`config.mk`:
```
export PLATFORM = sky130hd
export DESIGN_NAME = recip_lsd_adjust
export DESIGN_NICKNAME = d
export VERILOG_FILES = /design/src/rtl/recip_adj_pkg.sv /design/src/rtl/lsd_decode.sv /design/src/rtl/bcd_mul_const.sv /design/src/rtl/bcd_incr.sv /design/src/rtl/recip_lsd_adjust.sv
export SDC_FILE = /design/constraint.sdc
export NUM_CORES = 1
export LEC_CHECK = 0
export ABC_AREA = 1
export BUFFER_PORTS_ARGS = -buffer_cell sky130_fd_sc_hd__buf_2
export CAP_MARGIN = 15
export CORE_AREA = 2 2 242 244
export DETAILED_ROUTE_END_ITERATION = 8
export DIE_AREA = 0 0 244 246
export PLACE_DENSITY = 0.51
export SKIP_CTS_REPAIR_TIMING = 1
export SYNTH_ARGS = -nofsm -noshare
export SYNTH_HDL_FRONTEND = slang
export SYNTH_HIERARCHICAL = 1
export SYNTH_SLANG_ARGS = --single-unit
export TNS_END_PERCENT = 5
```
`constraint.sdc`:
```
create_clock -name clk -period 59.2 [get_ports clk]
set_input_delay 2.96 -clock clk [delete_from_list [all_inputs] [get_ports clk]]
set_output_delay 2.96 -clock clk [all_outputs]
set_load 0.02 [all_outputs]
```
`src/rtl/recip_adj_pkg.sv`:
```
package recip_adj_pkg;

    typedef enum logic [1:0] {
        MODE_NINE  = 2'b00,
        MODE_ONE   = 2'b01,
        MODE_EIGHT = 2'b10,
        MODE_NONE  = 2'b11
    } gen_mode_e;

    typedef enum logic [1:0] {
        ACT_SHIFT = 2'b00,
        ACT_SCALE = 2'b01,
        ACT_STOP  = 2'b10,
        ACT_BAD   = 2'b11
    } adj_act_e;

    typedef enum logic {
        ST_IDLE = 1'b0,
        ST_RUN  = 1'b1
    } adj_state_e;

endpackage

```
`src/rtl/lsd_decode.sv`:
```
module lsd_decode
    import recip_adj_pkg::*;
(
    input  logic [3:0] lsd_i,
    output adj_act_e   act_o,
    output logic [3:0] mult_o,
    output gen_mode_e  mode_o
);

    always_comb begin
        act_o  = ACT_BAD;
        mult_o = 4'd1;
        mode_o = MODE_NONE;
        unique case (lsd_i)
            4'd0: act_o = ACT_SHIFT;
            4'd1: begin act_o = ACT_STOP;  mode_o = MODE_ONE;   end
            4'd2, 4'd4, 4'd6: begin act_o = ACT_SCALE; mult_o = 4'd5; end
            4'd3: begin act_o = ACT_SCALE; mult_o = 4'd3; end
            4'd5: begin act_o = ACT_SCALE; mult_o = 4'd2; end
            4'd7: begin act_o = ACT_SCALE; mult_o = 4'd7; end
            4'd8: begin act_o = ACT_STOP;  mode_o = MODE_EIGHT; end
            4'd9: begin act_o = ACT_STOP;  mode_o = MODE_NINE;  end
            default: act_o = ACT_BAD;
        endcase
    end

endmodule

```
`src/rtl/bcd_mul_const.sv`:
```
module bcd_mul_const #(
    parameter int DIGITS = 4
) (
    input  logic [4*DIGITS-1:0] bcd_i,
    input  logic [3:0]          k_i,
    output logic [4*DIGITS-1:0] prod_o,
    output logic [3:0]          carry_o
);

    logic [3:0] cy [DIGITS+1];

    assign cy[0] = 4'd0;

    for (genvar g = 0; g < DIGITS; g++) begin : g_dig
        logic [7:0] part;
        assign part = 8'(bcd_i[4*g +: 4]) * 8'(k_i) + 8'(cy[g]);
        assign prod_o[4*g +: 4] = 4'(part % 8'd10);
        assign cy[g+1] = 4'(part / 8'd10);
    end

    assign carry_o = cy[DIGITS];

endmodule

```
`src/rtl/bcd_incr.sv`:
```
module bcd_incr #(
    parameter int DIGITS = 4
) (
    input  logic [4*DIGITS-1:0] bcd_i,
    input  logic                en_i,
    output logic [4*DIGITS-1:0] sum_o
);

    logic cy [DIGITS];

    assign cy[0] = en_i;

    for (genvar g = 0; g < DIGITS; g++) begin : g_dig
        logic [3:0] dig;
        assign dig = bcd_i[4*g +: 4];
        assign sum_o[4*g +: 4] = !cy[g] ? dig : ((dig == 4'd9) ? 4'd0 : dig + 4'd1);
        if (g < DIGITS - 1) begin : g_ripple
            assign cy[g+1] = cy[g] && (dig == 4'd9);
        end
    end

endmodule

```
`src/rtl/recip_lsd_adjust.sv`:
```
module recip_lsd_adjust
    import recip_adj_pkg::*;
#(
    parameter int NDIG     = 3,
    parameter int SDIG     = 8,
    parameter int MAX_ITER = 24
) (
    input  logic                             clk,
    input  logic                             rst_n,
    input  logic                             start_i,
    input  logic [4*NDIG-1:0]                div_i,
    output logic                             busy_o,
    output logic                             done_o,
    output logic [4*(NDIG+1)-1:0]            adj_div_o,
    output logic [4*(NDIG+1)-1:0]            gen_div_o,
    output logic [4*SDIG-1:0]                num_scale_o,
    output logic [$clog2(MAX_ITER+1)-1:0]    shift_o,
    output logic [1:0]                       mode_o,
    output logic                             ovf_o,
    output logic                             lim_o
);

    localparam int WDIG = NDIG + 1;
    localparam int DW   = 4 * WDIG;
    localparam int SW   = 4 * SDIG;
    localparam int PW   = $clog2(MAX_ITER + 1);

    typedef struct packed {
        adj_state_e      state;
        logic [DW-1:0]   dv;
        logic [SW-1:0]   sc;
        logic [PW-1:0]   sh;
        logic [PW-1:0]   it;
        gen_mode_e       mode;
        logic [DW-1:0]   gd;
        logic            done;
        logic            ovf;
        logic            lim;
    } adj_reg_t;

    localparam adj_reg_t RST_VAL = '{ST_IDLE, '0, '0, '0, '0, MODE_NONE, '0, 1'b0, 1'b0, 1'b0};

    adj_reg_t cs_q, ns_d;

    adj_act_e      act;
    logic [3:0]    mult;
    gen_mode_e     dec_mode;
    logic [DW-1:0] dv_prod, dv_drop, dv_inc;
    logic [SW-1:0] sc_prod;
    logic [3:0]    dv_cy, sc_cy;

    assign dv_drop = {4'h0, cs_q.dv[DW-1:4]};

    lsd_decode u_dec (
        .lsd_i  (cs_q.dv[3:0]),
        .act_o  (act),
        .mult_o (mult),
        .mode_o (dec_mode)
    );

    bcd_mul_const #(.DIGITS(WDIG)) u_dv_mul (
        .bcd_i   (cs_q.dv),
        .k_i     (mult),
        .prod_o  (dv_prod),
        .carry_o (dv_cy)
    );

    bcd_mul_const #(.DIGITS(SDIG)) u_sc_mul (
        .bcd_i   (cs_q.sc),
        .k_i     (mult),
        .prod_o  (sc_prod),
        .carry_o (sc_cy)
    );

    bcd_incr #(.DIGITS(WDIG)) u_inc (
        .bcd_i (dv_drop),
        .en_i  (dec_mode != MODE_ONE),
        .sum_o (dv_inc)
    );

    always_comb begin
        ns_d      = cs_q;
        ns_d.done = 1'b0;
        unique case (cs_q.state)
            ST_IDLE: begin
                if (start_i) begin
                    ns_d.state = ST_RUN;
                    ns_d.dv    = {4'h0, div_i};
                    ns_d.sc    = SW'(1);
                    ns_d.sh    = '0;
                    ns_d.it    = '0;
                    ns_d.mode  = MODE_NONE;
                    ns_d.gd    = '0;
                    ns_d.ovf   = 1'b0;
                    ns_d.lim   = 1'b0;
                end
            end
            ST_RUN: begin
                if (act == ACT_STOP) begin
                    ns_d.state = ST_IDLE;
                    ns_d.done  = 1'b1;
                    ns_d.mode  = dec_mode;
                    ns_d.gd    = dv_inc;
                end else if (act == ACT_BAD) begin
                    ns_d.state = ST_IDLE;
                    ns_d.done  = 1'b1;
                    ns_d.ovf   = 1'b1;
                end else if (cs_q.it == PW'(MAX_ITER)) begin
                    ns_d.state = ST_IDLE;
                    ns_d.done  = 1'b1;
                    ns_d.lim   = 1'b1;
                end else if (act == ACT_SHIFT) begin
                    ns_d.dv = dv_drop;
                    ns_d.sh = cs_q.sh + PW'(1);
                    ns_d.it = cs_q.it + PW'(1);
                end else if ((dv_cy != 4'd0) || (sc_cy != 4'd0)) begin
                    ns_d.state = ST_IDLE;
                    ns_d.done  = 1'b1;
                    ns_d.ovf   = 1'b1;
                end else begin
                    ns_d.dv = dv_prod;
                    ns_d.sc = sc_prod;
                    ns_d.it = cs_q.it + PW'(1);
                end
            end
            default: ns_d = RST_VAL;
        endcase
    end

    always_ff @(posedge clk or negedge rst_n) begin
        if (!rst_n) begin
            cs_q <= RST_VAL;
        end else begin
            cs_q <= ns_d;
        end
    end

    assign busy_o      = (cs_q.state == ST_RUN);
    assign done_o      = cs_q.done;
    assign adj_div_o   = cs_q.dv;
    assign gen_div_o   = cs_q.gd;
    assign num_scale_o = cs_q.sc;
    assign shift_o     = cs_q.sh;
    assign mode_o      = cs_q.mode;
    assign ovf_o       = cs_q.ovf;
    assign lim_o       = cs_q.lim;

endmodule

```
# [After elaboration in Yosys (flattened, before gate mapping)]
# Index checks and enable logic that the tools add are counted.
[classes] addsub=15 mul=12 div=24 eq_ne=29 n_mux=39 n_bitwise=1 reduce_logical=17
[op_table] operator="58-bit 2-to-1 mux" n=3
[op_table] operator="77-bit case mux with 2 select lines" n=1
[op_table] operator="8-bit by 4-bit divider with 8-bit output (second input constant)" n=12
[op_table] operator="8-bit by 4-bit remainder unit with 8-bit output (second input constant)" n=12
[op_table] operator="4-bit by 3-bit multiplier with 7-bit output" n=12
[op_table] operator="8-bit by 4-bit adder with 8-bit output" n=10
[op_table] operator="77-bit 2-to-1 mux" n=1
[op_table] operator="48-bit 2-to-1 mux" n=1
[op_table] operator="32-bit 2-to-1 mux" n=1
[op_table] operator="4-bit 2-to-1 mux" n=6
[op_table] operator="4-bit equality test (second input constant)" n=5
[op_table] operator="18-bit 2-to-1 mux" n=1
[op_table] operator="4-bit by 3-bit equality test with 1-bit output (second input constant)" n=4
[op_table] operator="16-bit 2-to-1 mux" n=1
[op_table] operator="5-bit 2-to-1 mux" n=3
[op_table] operator="5-bit AND reduction" n=3
[op_table] operator="4-bit by 1-bit adder with 4-bit output (second input constant)" n=3
[op_table] operator="1-bit 2-to-1 mux" n=12
[op_table] operator="2-bit != test (second input constant)" n=6
[op_table] operator="2-bit case mux with 3 select lines" n=2
[op_table] operator="3-bit case mux with 4 select lines" n=1
[op_table] operator="5-bit by 1-bit adder with 5-bit output (second input constant)" n=2
[op_table] operator="2-bit 2-to-1 mux" n=5
[op_table] operator="3-bit != test (second input constant)" n=3
[op_table] operator="18 further kinds" n=27
[word_totals] register_bits=80 input_bits=15 output_inout_bits=75 word_cells=147

# [Depth between registers and ports, before layout]
[depth] depth_word=27 depth_mapped=231 depth_no_buf=229

# [Modules after synthesis]
# Netlist, hierarchy kept.
[by_module_without_submodules] module="bcd_mul_const at u_sc_mul" n_inst=1 cells_per_inst=1341 area_each_um2=7993.9 seq_area_each_um2=0.0
[by_module_without_submodules] module="recip_lsd_adjust" n_inst=1 cells_per_inst=534 area_each_um2=4301.6 seq_area_each_um2=2004.4
[by_module_without_submodules] module="bcd_mul_const at u_dv_mul" n_inst=1 cells_per_inst=690 area_each_um2=4215.3 seq_area_each_um2=0.0
[by_module_without_submodules] module="bcd_incr" n_inst=1 cells_per_inst=84 area_each_um2=455.4 seq_area_each_um2=0.0
[by_module_without_submodules] module="lsd_decode" n_inst=1 cells_per_inst=19 area_each_um2=87.6 seq_area_each_um2=0.0

# [Least setup slack after synthesis]
# No wires, ideal clock.
[synth_timing] path_kind="reg-to-reg" startpoint="reg cs_q (netlist bit adj_div_o[0])" endpoint="reg cs_q (netlist bit num_scale_o[10])" setup_ns=0.117 t_arrival_ns=23.451 required_ns=59.083 setup_slack_ns=35.631 path_stages_with_launch=198 n_path_buf=2 period_less_slack_ns=23.569 path_cell_list="dfrtp_1 > inv_1 > nor3_1 > clkbuf_1 > nand2_1 > inv_1 > fa_1 > fa_1 > inv_1 > fa_1 > o21ai_2 > xor2_2 > nand3_1 > nand2_1 > inv_1 > nand2_1 > nand2_1 > a21boi_2 > [... 162 more ...] > nand3_1 > nand2_1 > nand2_1 > nand2_2 > nand2_2 > nand2_1 > nand3_2 > nand2_2 > nand2_2 > nor2_1 > nand2_1 > inv_1 > nand2_1 > o21ai_1 > nand2_2 > buf_4 > nand2_1 > nand2_1"
[synth_via] elab_chain_cells=23 word_cells_on_any_way=67 cone_classes="add/sub (10); mul (12); div (13); eq/ne (15); mux (8); reduce/logical (9)"
[synth_rtl] element="start: declaration" line="recip_lsd_adjust.sv:43" text="adj_reg_t cs_q, ns_d;"
[synth_rtl] element="start signal: assignment" line="recip_lsd_adjust.sv:134" text="cs_q <= ns_d;"
[synth_rtl] element="4-bit by 2-bit equality test with 1-bit output / 4-bit by 3-bit equality test with 1-bit output (equally long branches)" line="lsd_decode.sv:14" text="unique case (lsd_i)"
[synth_rtl] element="3-bit OR reduction"
[synth_rtl] element="3-bit case mux with 4 select lines *" line="lsd_decode.sv:14"
[synth_rtl] element="net mult[1]" line="recip_lsd_adjust.sv:46" text="logic [3:0] mult;"
[synth_rtl] element="4-bit by 3-bit multiplier with 7-bit output" line="bcd_mul_const.sv:16" text="assign part = 8'(bcd_i[4*g +: 4]) * 8'(k_i) + 8'(cy[g]);"
[synth_rtl] element="8-bit by 4-bit divider with 8-bit output" line="bcd_mul_const.sv:18" text="assign cy[g+1] = 4'(part / 8'd10);"
[synth_rtl] element="8-bit by 4-bit adder with 8-bit output" line="bcd_mul_const.sv:16"
[synth_rtl] element="8-bit by 4-bit divider with 8-bit output" line="bcd_mul_const.sv:18"
[synth_rtl] element="[... 9 more ...]"
[synth_rtl] element="8-bit by 4-bit divider with 8-bit output" line="bcd_mul_const.sv:18"
[synth_rtl] element="8-bit by 4-bit adder with 8-bit output *" line="bcd_mul_const.sv:16"
[synth_rtl] element="8-bit by 4-bit divider with 8-bit output *" line="bcd_mul_const.sv:18"
[synth_rtl] element="net sc_cy[3]" line="recip_lsd_adjust.sv:50" text="logic [3:0] dv_cy, sc_cy;"
[synth_rtl] element="4-bit nonzero test *" line="recip_lsd_adjust.sv:116" text="end else if ((dv_cy != 4'd0) || (sc_cy != 4'd0)) begin"
[synth_rtl] element="1-bit logical OR *" line="recip_lsd_adjust.sv:116"
[synth_rtl] element="2-bit != test (no line) *"
[synth_rtl] element="6-bit AND reduction (no line) *"
# The timed path passes the listed nets; every way through them passes the cells marked *. The select of a mux whose other input is x is not followed.
# A chain may end at the register's enable or synchronous reset.

# [Worst setup path after layout]
[layout_timing] startpoint="reg cs_q (netlist bit adj_div_o[0])" endpoint="reg cs_q (netlist bit adj_div_o[13])"
[layout_via] elab_chain_cells=23 word_cells_on_any_way=66 cone_classes="add/sub (10); mul (12); div (13); eq/ne (14); mux (8); reduce/logical (9)"
[layout_rtl] element="4-bit by 2-bit equality test with 1-bit output / 4-bit by 3-bit equality test with 1-bit output (equally long branches)" line="lsd_decode.sv:14"
[layout_rtl] element="3-bit OR reduction"
[layout_rtl] element="3-bit case mux with 4 select lines *" line="lsd_decode.sv:14"
[layout_rtl] element="net mult[1]" line="recip_lsd_adjust.sv:46"
[layout_rtl] element="4-bit by 3-bit multiplier with 7-bit output" line="bcd_mul_const.sv:16"
[layout_rtl] element="8-bit by 4-bit divider with 8-bit output" line="bcd_mul_const.sv:18"
[layout_rtl] element="8-bit by 4-bit adder with 8-bit output" line="bcd_mul_const.sv:16"
[layout_rtl] element="8-bit by 4-bit divider with 8-bit output" line="bcd_mul_const.sv:18"
[layout_rtl] element="[... 9 more ...]"
[layout_rtl] element="8-bit by 4-bit divider with 8-bit output" line="bcd_mul_const.sv:18"
[layout_rtl] element="8-bit by 4-bit adder with 8-bit output *" line="bcd_mul_const.sv:16"
[layout_rtl] element="8-bit by 4-bit divider with 8-bit output *" line="bcd_mul_const.sv:18"
[layout_rtl] element="net sc_cy[3]" line="recip_lsd_adjust.sv:50"
[layout_rtl] element="4-bit nonzero test *" line="recip_lsd_adjust.sv:116"
[layout_rtl] element="1-bit logical OR *" line="recip_lsd_adjust.sv:116"
[layout_rtl] element="3-bit != test (no line) *"
[layout_rtl] element="5-bit AND reduction (no line) *"
# Marks and branches as above.

==> out/results.tsv <==
stage	metric	value	unit
run_status	run_status	finished clean	
worst_setup_path	crit_path_end_kind	register	
grt	grt_pass1_wl	73010	µm
synthesis	yosys-top-cells-count	nand2_1 (900), inv_1 (464), nand3_1 (250)	
place	globalplace.congestion	0.7993	
synthesis	synth_enable_flop_cells	0	
final_layout	layout.nets	2963	
worst_setup_path	crit_arrival	26980	ps
detailed_routing	drcViolationCount	0	
clock_network	cts_max_path_buffers	2	
clock_network	numCtsBuffers	9	
synthesis	synth_top_area_share	19.81	%
synthesis	synthAdderAreaFrac	23.32	%
worst_setup_path	crit_type	register to register	
synthesis	synth_flop_cell	dfrtp_1	
place	preCtsSetupSlack	32580	ps
grt	overflow	0	
final_layout	seqCellArea	0.002006	mm²
die	core_area	0.05737	mm²
final_layout	final_cells	3447	
detailed_routing	routed_via_density	4.513	
clock_network	clock_latency	380	ps
synthesis	ys_warn_count	6	
die	die_x	244	µm
synthesis	synth_xor_area_share	3.397	%
worst_setup_path	crit_fanout	32	
final_layout	drive_gt1_share	12.75	%
worst_setup_path	crit_slowest_cell	nor2_4	
detailed_routing	vias	15560	
detailed_routing	drt_iter0_markers	875	
sta	whs	494.8	ps
sta	fmax	0.03745	GHz
synthesis	yosys.area.top_type	nand2_1	
clock_network	htree_levels	3	
worst_setup_path	worstSetupStartpointType	register	
sta	post-route-min-period	26700	ps
grt	track_usage	14.71	%
die	die_area	0.06002	mm²
clock_network	cts.reportedPaths.clkPinSlew	70	ps
final_layout	num_antenna_cells	0	
die	io_pins	90	
sta	fin_setup_tns	0	ps
sta	max_slew.worst_pin.slew	825.3	ps
synthesis	synth_seq_cells	80	
sta	clock_skew	11.04	ps
sta	drv_slew	0	
clock_network	cts_tree	built	
sta	setup_violations	0	
worst_setup_path	critPathBufInv	21	
synthesis	synth.mux.area_fraction	0.05869	%
final_layout	syn_to_final_growth	6.464	%
synthesis	ys_top_cells_by_area	nand2_1 (20%), ha_1 (14%), dfrtp_1 (11%), inv_1 (10%), fa_1 (9.2%)	
hold_path	min_path_type	register to register	
clock_network	clkSinkCount	80	
detailed_routing	drt_pre_antenna_iters	7	
synthesis	synth-simple-area-share	39.99	%
synthesis	synth_compound_area_share	5.935	%
worst_setup_path	slowest_delay	650	ps
die	rows	88	
sta	grt_setup_unrepaired	no	
worst_setup_path	path_delay_family	simple AND/OR/NAND/NOR gates	
die	initial_core_util	29.73	%
synthesis	synth_async_sr_flop_share	100.0	%
clock_network	cts_root_buf	clkbuf_16	
place	portBuffers	89	
worst_setup_path	worstReg2RegStart	adj_div_o[0]	
detailed_routing	drtAntennaViolNets	0	
synthesis	netlist_instances	2668	
final_layout	multi_input_area	0.01249	mm²
run	cap_violations	0	
place	placed_cells	3431	
synthesis	yosysSeqAreaShare	11.75	%
sta	setup_ws	32500	ps
grt	grt_pass1_vias	14810	
die	die_h	246	µm
synthesis	synth.distinct_cells	53	
detailed_routing	wl_per_cell	12.50	µm
grt	grt_max_degree	56	
sta	fin_crit_sh	45.11	%
sta	slew_headroom	44.85	%
synthesis	yosysMostFrequentCell	nand2_1	
final_layout	fillers	6362	
hold_path	hold_start	mode_o[0]	
synthesis	synth_top_family_by_area	simple AND/OR/NAND/NOR gates	
worst_setup_path	critical_path_required	59470	ps
worst_setup_path	critPathLaunch	adj_div_o[0]	
grt	antenna_found_initial	0	
synthesis	synth_area	0.01705	mm²
worst_setup_path	cpMostUsedCell	nand2_1	
synthesis	syn_avg_cell_area	6.392	µm²
sta	final_hold_viol_count	0	
place	dp_hpwl	33750	µm
detailed_routing	wl	43100	µm
-- worst register-to-register path, delay by kind of cell (launching register included) --
family | cells | cell delay [ps]
adder cells (fa/ha/maj) | 25 | 7490
AO/OA/AOI/OAI | 7 | 1370
flip-flops | 1 | 520
buffers and inverters | 21 | 2240
XOR/XNOR | 7 | 1460
AND/OR/NAND/NOR | 132 | 13510
-- per-layer routing --
layer	up-vias	track usage (%)	part of all wire (%)
met1	7055	19.74	49
li1	8283	-	-
met5	-	0	0
met3	25	1.852	2.8
met2	193	25.64	47
met4	0	2.152	0.77
-- layout by cell type (no fill, tap or decap), types with 5 or more instances in the layout --
master     count
a21boi_2       5
a21oi_1       48
buf_2         88
buf_4         10
clkbuf_16      9
conb_1        22
dfrtp_1       77
fa_1          78
ha_1         193
inv_1        464
inv_2         27
nand2_1      898
nand2_2      100
nand2_4       14
nand3_1      250
nand3_2       21
nand3_4        5
nand3b_1      13
nand4_1       92
nor2_1        64
nor2_2         6
nor2_4         8
o2111ai_1      8
o211ai_1       8
o21ai_0       51
o21ai_1       18
xnor2_1        8
xor2_1        34
xor2_2        13
-- kinds of logic after synthesis --
kind of cell             Yosys count
AND/OR/NAND/NOR                 1481
other                              2
buffers and inverters            617
XOR/XNOR                          55
flip-flops                        80
AO/OA/AOI/OAI                    161
multiplexers                       1
adder cells (fa/ha/maj)          271
-- flip-flops by register name (all words and copies together), names as in the netlist --
name	flops
num_scale_o	32
adj_div_o	16
gen_div_o	16
cs_q	5
shift_o	5
mode_o	2
busy_o	1
done_o	1
lim_o	1
ovf_o	1
-- through the flow --
stage	util, %	cell area [µm²]
6_report	31.65	18160
5_1_grt	31.65	18160
4_1_cts	31.65	18160
3_5_place_dp	31.11	17840
3_3_place_gp	31.11	17840
2_1_floorplan	-	17130
-- worst paths after layout --
path | endpoint | cells past startpoint | slack (ps)
max in group asynchronous | num_scale_o[15] | 2 | 55570
min in group asynchronous | gen_div_o[11] | 1 | 2570
setup / recovery | adj_div_o[13] | 192 | 32500
hold / removal | mode_o[0] | 2 | 490
hold reg to reg | mode_o[0] | 2 | 490
setup reg to reg | adj_div_o[13] | 192 | 32500
-- layout make-up --
| type | instances | share of cell area [%] |
|---|---|---|
| inverters | 497 | 10.32 |
| multi-input cells | 1991 | 68.80 |
| clock inverters | 6 | 0.3997 |
| flip-flops and latches | 80 | 11.05 |
| well taps | 765 | 5.272 |
| repair buffers | 98 | 2.839 |
| clock buffers | 10 | 1.316 |
Power is left out: the tool's default activity adds up to more than one toggle a clock period on the data nets, which glitch-free logic cannot reach.
